## config.mk

```make
export PLATFORM = sky130hd
export DESIGN_NAME = desc_chain_dma
export DESIGN_NICKNAME = d
export VERILOG_FILES = /design/src/rtl/desc_chain_dma.sv
export SDC_FILE = /design/constraint.sdc
export NUM_CORES = 1
export LEC_CHECK = 0
export BUFFER_PORTS_ARGS = -buffer_cell sky130_fd_sc_hd__clkbuf_2
export CAP_MARGIN = 10
export CORE_ASPECT_RATIO = 1.75
export CORE_MARGIN = 5
export CORE_UTILIZATION = 30
export DETAILED_ROUTE_END_ITERATION = 7
export HOLD_SLACK_MARGIN = 0.02
export PLACE_DENSITY = 0.6
export SLEW_MARGIN = 20
export SYNTH_ARGS = -nofsm -noshare
export SYNTH_HDL_FRONTEND = slang
export SYNTH_SLANG_ARGS = --single-unit
```

## constraint.sdc

```tcl
create_clock -name clk -period 3.2 [get_ports clk]
set_input_delay 0.16 -clock clk [delete_from_list [all_inputs] [get_ports clk]]
set_output_delay 0.16 -clock clk [all_outputs]
set_load 0.005 [all_outputs]
```

## src/rtl/desc_chain_dma.sv

```systemverilog
module desc_chain_dma #(
  parameter int ADDR_W = 12,
  parameter int LEN_W  = 16,
  parameter int SEMA_W = 8,
  parameter int REG_W  = 32,
  parameter int EN_OFS = 16
) (
  input  logic                      clk,
  input  logic                      rst_n,
  input  logic                      reg_wr,
  input  logic [3:0]                reg_addr,
  input  logic [REG_W-1:0]          reg_wdata,
  output logic [REG_W-1:0]          reg_rdata,
  output logic                      mem_rd,
  output logic [ADDR_W-1:0]         mem_addr,
  input  logic [ADDR_W+LEN_W+2:0]   mem_rdata,
  input  logic                      mem_ack,
  output logic                      xfer_active,
  output logic                      chan_busy,
  output logic                      irq
);
  localparam int F_LEN_LO = ADDR_W;
  localparam int F_CHAIN  = ADDR_W + LEN_W;
  localparam int F_DEC    = F_CHAIN + 1;
  localparam int F_IRQ    = F_CHAIN + 2;
  localparam logic [SEMA_W+1:0] SEMA_MAX = {2'b00, {SEMA_W{1'b1}}};

  localparam logic [3:0] A_C0 = 4'd0, A_C0_SET = 4'd1, A_C0_CLR = 4'd2;
  localparam logic [3:0] A_C1 = 4'd4, A_C1_SET = 4'd5, A_C1_CLR = 4'd6;
  localparam logic [3:0] A_NEXT = 4'd8, A_SEMA = 4'd9;
  localparam int B_GATE = 0, B_SRST = 1, B_STAT = 0;

  typedef enum logic [1:0] {S_IDLE, S_FETCH, S_XFER, S_DONE} st_t;

  st_t               st_q;
  logic              gate_q, en_q, stat_q, stall_q;
  logic [SEMA_W-1:0] sema_q;
  logic [ADDR_W-1:0] next_q, cmd_next_q;
  logic [LEN_W-1:0]  cnt_q;
  logic              cmd_chain_q, cmd_dec_q, cmd_irq_q;

  function automatic logic alias_bit(logic q, logic ld, logic set, logic clr, logic w);
    if (ld)             return w;
    else if (set && w)  return 1'b1;
    else if (clr && w)  return 1'b0;
    return q;
  endfunction

  logic w_c0, w_c0s, w_c0c, w_c1, w_c1s, w_c1c, w_next, w_sema;
  assign w_c0   = reg_wr && reg_addr == A_C0;
  assign w_c0s  = reg_wr && reg_addr == A_C0_SET;
  assign w_c0c  = reg_wr && reg_addr == A_C0_CLR;
  assign w_c1   = reg_wr && reg_addr == A_C1;
  assign w_c1s  = reg_wr && reg_addr == A_C1_SET;
  assign w_c1c  = reg_wr && reg_addr == A_C1_CLR;
  assign w_next = reg_wr && reg_addr == A_NEXT;
  assign w_sema = reg_wr && reg_addr == A_SEMA;

  logic srst, gate_d, en_d, stat_d, done_now, run;
  logic [SEMA_W+1:0] sema_sum;
  logic [SEMA_W-1:0] sema_d;
  logic [ADDR_W-1:0] next_d;
  logic              stall_d;

  assign srst     = w_c0s && reg_wdata[B_SRST];
  assign gate_d   = alias_bit(gate_q, w_c0, w_c0s, w_c0c, reg_wdata[B_GATE]);
  assign en_d     = alias_bit(en_q, w_c1, w_c1s, w_c1c, reg_wdata[EN_OFS]);
  assign done_now = st_q == S_DONE && !gate_d && !srst;
  assign stat_d   = alias_bit(stat_q, w_c1, w_c1s, w_c1c, reg_wdata[B_STAT]) | (done_now && cmd_irq_q);

  assign sema_sum = {2'b00, sema_q}
                  + (w_sema ? {2'b00, reg_wdata[SEMA_W-1:0]} : '0)
                  - {{(SEMA_W+1){1'b0}}, done_now && cmd_dec_q};
  assign sema_d   = srst ? '0 : (sema_sum > SEMA_MAX ? SEMA_MAX[SEMA_W-1:0] : sema_sum[SEMA_W-1:0]);
  assign next_d   = srst ? '0 : w_next ? reg_wdata[ADDR_W-1:0] :
                    (done_now && cmd_chain_q) ? cmd_next_q : next_q;
  assign stall_d  = srst ? 1'b0 : w_sema ? 1'b0 : (done_now && !cmd_chain_q) ? 1'b1 : stall_q;
  assign run      = |sema_q && !gate_q && !stall_q;

  always_ff @(posedge clk or negedge rst_n) begin
    if (!rst_n) begin
      gate_q  <= 1'b1;
      en_q    <= 1'b0;
      stat_q  <= 1'b0;
      sema_q  <= '0;
      next_q  <= '0;
      stall_q <= 1'b0;
    end else begin
      gate_q  <= gate_d;
      en_q    <= en_d;
      stat_q  <= stat_d;
      sema_q  <= sema_d;
      next_q  <= next_d;
      stall_q <= stall_d;
    end
  end

  always_ff @(posedge clk or negedge rst_n) begin
    if (!rst_n) begin
      st_q        <= S_IDLE;
      cnt_q       <= '0;
      cmd_next_q  <= '0;
      cmd_chain_q <= 1'b0;
      cmd_dec_q   <= 1'b0;
      cmd_irq_q   <= 1'b0;
    end else if (srst || gate_d) begin
      st_q  <= S_IDLE;
      cnt_q <= '0;
    end else begin
      unique case (st_q)
        S_IDLE:  if (run) st_q <= S_FETCH;
        S_FETCH: if (mem_ack) begin
          cmd_next_q  <= mem_rdata[ADDR_W-1:0];
          cmd_chain_q <= mem_rdata[F_CHAIN];
          cmd_dec_q   <= mem_rdata[F_DEC];
          cmd_irq_q   <= mem_rdata[F_IRQ];
          cnt_q       <= mem_rdata[F_CHAIN-1:F_LEN_LO];
          st_q        <= (mem_rdata[F_CHAIN-1:F_LEN_LO] == '0) ? S_DONE : S_XFER;
        end
        S_XFER: begin
          cnt_q <= cnt_q - 1'b1;
          if (cnt_q == LEN_W'(1)) st_q <= S_DONE;
        end
        S_DONE:  st_q <= S_IDLE;
        default: st_q <= S_IDLE;
      endcase
    end
  end

  logic [REG_W-1:0] c1_view;
  always_comb begin
    c1_view         = '0;
    c1_view[B_STAT] = stat_q;
    c1_view[EN_OFS] = en_q;
  end

  always_comb begin
    unique case (reg_addr)
      A_C0, A_C0_SET, A_C0_CLR: reg_rdata = {{(REG_W-1){1'b0}}, gate_q};
      A_C1, A_C1_SET, A_C1_CLR: reg_rdata = c1_view;
      A_NEXT:                   reg_rdata = {{(REG_W-ADDR_W){1'b0}}, next_q};
      A_SEMA:                   reg_rdata = {{(REG_W-SEMA_W){1'b0}}, sema_q};
      default:                  reg_rdata = '0;
    endcase
  end

  logic unused_wdata;
  assign unused_wdata = ^reg_wdata[REG_W-1:EN_OFS+1];

  assign mem_rd      = st_q == S_FETCH;
  assign mem_addr    = next_q;
  assign xfer_active = st_q == S_XFER;
  assign chan_busy   = st_q != S_IDLE;
  assign irq         = stat_q && en_q;
endmodule

```

; Word-level counts from Yosys, hierarchy flattened
; Cells that the tools add are included.
[word_totals]
register_bits = 57
input_bits = 71
out_inout_bits = 48
[classes]
add_sub_neg = 3
magnitude_cmp = 1
n_eq_ne = 14
n_mux = 39
n_bitwise = 2
n_reduce_logical = 43
[ops]
columns = op, count
row1 = case mux 17 bit (4 select lines), 1
row2 = 2-to-1 mux 12 bit, 3
row3 = 2-to-1 mux 16 bit, 2
row4 = case mux 16 bit (2 select lines), 1
row5 = logical AND 1 bit, 24
row6 = 2-to-1 mux 1 bit, 24
row7 = 2-to-1 mux 8 bit, 3
row8 = "equality test 16 x 1 -> 1 bit, second input constant", 1
row9 = logical NOT 16 bit, 1
row10 = "subtractor 16 x 1 -> 16 bit, second input constant", 1
row11 = "equality test 4 x 3 -> 1 bit, second input constant", 3
row12 = "greater-than comparator 10 x 8 -> 1 bit, second input constant", 1
row13 = subtractor 9 x 1 -> 10 bit, 1
row14 = adder 8 x 8 -> 9 bit, 1
row15 = nonzero test 3 bit, 3
row16 = "equality test 4 bit, second input constant", 2
row17 = 2-to-1 mux 2 bit, 4
row18 = case mux 2 bit (4 select lines), 1
row19 = OR reduction 8 bit, 1
row20 = "inequality test 3 x 1 -> 1 bit, second input constant", 2
row21 = AND reduction 3 bit, 2
row22 = OR reduction 3 bit, 2
row23 = logical NOT 1 bit, 5
row24 = "equality test 2 bit, second input constant", 2
row25 = 11 further kinds, 11

; Longest topological paths before layout
[logic_depth]
ltp_word = 15
ltp_mapped = 15
mapped_depth_nobuf = 14

; Least setup slack after synthesis
; OpenSTA, ideal clock, no wires.
[synth_timing]
path_kind = in2reg
startpoint = input reg_addr[0]
endpoint = register sema_q[6]
setup_time_ns = 0.136
arrival_ns = 3.143
required_ns = 3.064
setup_slack_ns = -0.079
cell_stages = 15
path_cell_list = clkbuf_1 > and3_1 > clkbuf_1 > and2_1 > clkbuf_1 > nand2_1 > ha_1 > inv_1 > ha_1 > fa_1 > a21o_1 > a21oi_1 > o31ai_2 > a221oi_1 > o21ai_0
[synth_via]
elab_chain_len = 15
word_cells_on_any_way = 28
[synth_lines]
columns = element, line_no
row1 = "start, declared", 11  ; input logic [3:0] reg_addr,
row2 = equality test 4 x 2 -> 1 bit, 52  ; assign w_c0c = reg_wr && reg_addr == A_C0_CLR;
row3 = logical AND 1 bit, 52
row4 = logical AND 1 bit, 45  ; else if (clr && w) return 1'b0;
row5 = 2-to-1 mux 1 bit, 45
row6 = 2-to-1 mux 1 bit, 44  ; else if (set && w) return 1'b1;
row7 = 2-to-1 mux 1 bit, 43  ; if (ld) return w;
row8 = 2-to-1 mux 1 bit, 46  ; return q;
row9 = logical NOT 1 bit, 68  ; assign done_now = st_q == S_DONE && !gate_d && !srst;
row10 = logical AND 1 bit (2 in a row), 68
row11 = logical AND 1 bit, 73  ; - {{(SEMA_W+1){1'b0}}, done_now && cmd_dec_q};
row12 = subtractor 9 x 1 -> 10 bit, 73
row13 = greater-than comparator 10 x 8 -> 1 bit, 74  ; assign sema_d = srst ? '0 : (sema_sum > SEMA_MAX ? SEMA_MAX[SEMA_W-1:0] : sema_sum[SEMA_W-1:0]);
row14 = 2-to-1 mux 8 bit, 74
row15 = 2-to-1 mux 8 bit (*), 74
row16 = via sema_d[6], 61  ; logic [SEMA_W-1:0] sema_d;
row17 = "end signal, assigned", 92  ; sema_q <= sema_d;
row18 = "end, declared", 37  ; logic [SEMA_W-1:0] sema_q;
; The timed path passes the listed nets; every way through them passes the cells marked *.
; A chain may end at the register's enable or synchronous reset.

; Worst setup path in the final report
[layout_timing]
startpoint = register st_q[0]
endpoint = register sema_q[6]
[layout_via]
elab_chain_len = 8
[layout_lines]
columns = element, line_no
row1 = "start, declared", 35  ; st_t st_q;
row2 = "start signal, assigned", 118  ; st_q <= (mem_rdata[F_CHAIN-1:F_LEN_LO] == '0) ? S_DONE : S_XFER;
row3 = equality test 2 bit (*), 68
row4 = logical AND 1 bit (*) (2 in a row), 68
row5 = logical AND 1 bit (*), 73
row6 = subtractor 9 x 1 -> 10 bit (*), 73
row7 = greater-than comparator 10 x 8 -> 1 bit, 74
row8 = 2-to-1 mux 8 bit (*) (2 in a row), 74
row9 = via sema_d[6], 61
; Marks and branches as above.

==> impl_summary.log <==
INFO  metric timing.final.max_slew_violations = 0
INFO  metric ys.flop_type = dfrtp_1
INFO  metric max-vdd-ir-drop = 0.000443 V
INFO  metric max_cap_viol_count = 0
INFO  metric fp-row-count = 56
INFO  metric power_share_of_the_sequential_group = 0.282
INFO  metric rsz0062_at_grt = false
INFO  metric endpoint_kind = register
INFO  metric regToRegSetupSlack = 150 ps
INFO  metric fmax = 328 MHz
INFO  metric mappedNetlistArea = 4010 µm²
INFO  metric grt_usage = 0.147
INFO  metric r2r.worst_path.cells = 12
INFO  metric avgRoutedWirePerCell = 16.4 µm
INFO  metric clk_latency = 330 ps
INFO  metric synth-seq-cells = 57
INFO  metric power_density_cells = 951 nW/µm²
INFO  metric timing.hold.worst_endpoint = cmd_next_q[4]
INFO  metric largest_driver_fanout_on_the_critical_path = 4
INFO  metric drt_drc_violations_left = 0
INFO  metric finalWirelength = 11700 µm
INFO  metric synth.avg_cell_area = 9.07 µm²
INFO  metric clk_transition_reported_paths = 60 ps
INFO  metric rr_startpoint = st_q[0]
INFO  metric clockBufferDepth = 2
INFO  metric grt_pass1_wl = 18400 µm
INFO  metric finalSetupTns = 0 ps
INFO  metric timing_worst_slew_pin_value = 779 ps
INFO  metric final.min_clock_period = 3050 ps
INFO  metric setup_viol = 0
INFO  metric cts_num_sinks = 57
INFO  metric h-tree-depth = 3
INFO  metric clkPwrFrac = 0.204
INFO  metric dp_hpwl = 9060 µm
INFO  metric vias = 3661
INFO  metric timing.final.crit_share = 0.954
INFO  metric cp.required = 3390 ps
INFO  metric num_antenna_cells = 0
INFO  metric report.final.hold_viol_count = 0
INFO  metric comb_power_share = 0.514
INFO  metric min_path_cells = 2
INFO  metric cts_tree = built
INFO  metric async_reset_ff_frac = 1.00
INFO  metric via_count_of_the_first_global_routing_pass = 3668
INFO  metric place_congestion = 0.869
INFO  metric clock_tree.root_cell = clkbuf_16
INFO  metric ant_nets = 0
INFO  metric core_box_area = 13200 µm²
INFO  metric flow.area_growth_from_synthesis = 24.1%
INFO  metric grt_overflow = 0
INFO  metric nNetsFinal = 629
INFO  metric cts-buffers-inserted = 9
INFO  metric via_per_inst = 5.14
INFO  metric grt_max_degree = 25
INFO  metric ys_types = 61
INFO  metric status = completed
INFO  metric top_level_ports = 119
INFO  metric static-leakage-power = 2.38 nW
INFO  metric synth_top_area_cell = dfrtp_1
INFO  metric cts.repair_timing.setup_buffer_count = 0
INFO  metric largest_clock_skew_in_the_final_design = 9.79 ps
INFO  metric worstSetupPathType = register to register
INFO  metric worst_ep_arrival_time = 3250 ps
INFO  metric fraction_of_layout_instances_using_a_drive_strength_above_1 = 0.273
INFO  metric synth.yosys.warnings = 0
INFO  metric min-delay-path-class = input port to register
INFO  metric grt_antenna_before_repair = 0
INFO  metric yosys-top-cells-area = dfrtp_1 35%, ha_1 7.2%, mux2_2 4.8%
INFO  metric switching_share = 0.410
INFO  metric drt_pass1_iterations = 4
INFO  metric hp-start = mem_rdata[4]
INFO  metric fp.dieArea = 15900 µm²
INFO  metric yosys-top-cells-count = 56 x dfrtp_1, 47 x nand2_1, 36 x inv_1
INFO  metric port-buffer-count = 80
INFO  metric rr_endpoint = sema_q[6]
INFO  metric netlist.area_leader.share = 0.349
INFO  metric p_sw = 1.94 mW
INFO  metric drt_iter0_markers = 153
INFO  metric cellInternalPower = 2.79 mW
INFO  metric number_of_synthesized_flops_with_an_enable_pin = 0
INFO  metric die_y = 163 µm
INFO  metric syn-instance-count = 442
INFO  metric relSlewSlack = 0.481
INFO  metric kind_of_start_point_of_the_critical_path = register
INFO  metric initial_utilization = 0.303
INFO  metric most_common_cell_in_the_synthesized_netlist = dfrtp_1
INFO  metric yosysSeqAreaShare = 0.356
INFO  metric postLayoutCoreUtil = 0.376
INFO  metric die_x = 97.4 µm
placed cells by master (no fill, tap or decap), types with 3 or more instances in the layout:
cell type   n
nand3_1     5
o21ai_0    14
and3_1      6
buf_4      19
o221ai_1    3
dfrtp_1    56
nand2_1    47
ha_1       23
clkbuf_16   9
o21a_1      8
conb_1     19
nor2_1     15
o31ai_1     6
nand4_1     3
mux2i_1     4
nor4_1     11
nand2b_1    3
nand3b_1    3
inv_1      36
a22o_1      8
o22ai_1     3
a22oi_1    11
a21oi_1    34
mux2_1     10
xor2_1      3
nor2b_1     8
a31oi_1     4
and2_1     10
nor3_1      9
or3_1       3
a211oi_1    6
clkbuf_2   80
mux2_2     17
what timing repair did:
action                                  4_1_cts  5_1_grt
gates resized for setup                       0        4
endpoints found under the hold margin        18        0
endpoints found under the setup margin        0        7
hold buffers                                  1        0
how the worst max path moves through the flow:
stage,from,endpoint,depth (start not counted)
global route,st_q[0],sema_q[6],12
CTS,st_q[0],sema_q[6],11
floorplan,reg_addr[0],sema_q[6],15
detailed placement,reg_addr[1],sema_q[6],15
global placement,reg_addr[1],sema_q[6],15
finish,st_q[0],sema_q[6],12
power groups by stage:
stage / combinational [mW] / clock, mW / sequential [mW]
after floorplan: 1.71 / 0 / 1.25
after global placement: 2.25 / 0 / 1.32
after detailed placement: 2.32 / 0 / 1.34
after CTS: 2.33 / 0.992 / 1.33
after global routing: 2.71 / 1.02 / 1.38
final: 2.43 / 0.966 / 1.33
state kept, by name, indices dropped and copies added, names as in the netlist:
register / cells
cnt_q: 16
cmd_next_q: 12
mem_addr: 12
sema_q: 8
st_q: 2
cmd_chain_q: 1
cmd_dec_q: 1
cmd_irq_q: 1
en_q: 1
gate_q: 1
stall_q: 1
stat_q: 1
cell families (layout without fill, tap and decap cells):
family                   count (synthesis)  count (layout)  synth area share
AND/OR/NAND/NOR                        136             136             0.184
AO/OA/AOI/OAI                          113             114             0.192
buffers and inverters                   75             152            0.0936
flip-flops                              57              57             0.356
multiplexers                            31              31            0.0858
adder cells (fa/ha/maj)                 24              24            0.0768
XOR/XNOR                                 5               5            0.0109
other                                    1              19          0.000935
layout make-up:
| cell class | count | area (µm²) |
|---|---|---|
| multi-input cells | 329 | 2330 |
| fillers | 1329 | 8270 |
| clock inverters | 3 | 40.0 |
| inverters | 36 | 135 |
| well taps | 174 | 218 |
| flip-flops and latches | 57 | 1430 |
| clock buffers | 12 | 256 |
| repair buffers | 101 | 573 |
per-stage QoR:
stage	area [µm²]	instances	setup slack [ps]	hold slack, ps	power [mW]
6_report	4980	712	147	47.2	4.73
5_1_grt	4980	712	16.0	49.0	5.11
4_1_cts	4940	711	89.0	39.5	4.66
3_5_place_dp	4630	695	22.8	187	3.66
3_3_place_gp	4630	695	81.5	189	3.58
2_1_floorplan	4090	460	4.51	-136	2.96
metal layers:
metal,wire length (µm),part of all wire,global-route usage
met5,0,0,0
met4,376,0.032,0.0807
met3,593,0.051,0.0257
met2,6100,0.52,0.265
met1,4630,0.40,0.161
critical path, cell delays in order (launching register included):
cell and delay, ps:
dfrtp_1 410, ha_1 260, and3_1 170, and2_1 160
ha_1 270, inv_1 40, ha_1 210, fa_1 400
a21o_1 200, a21oi_4 240, o31ai_2 140, a221oi_2 270
o21ai_0 130
(Power assumes the default switching activity.)
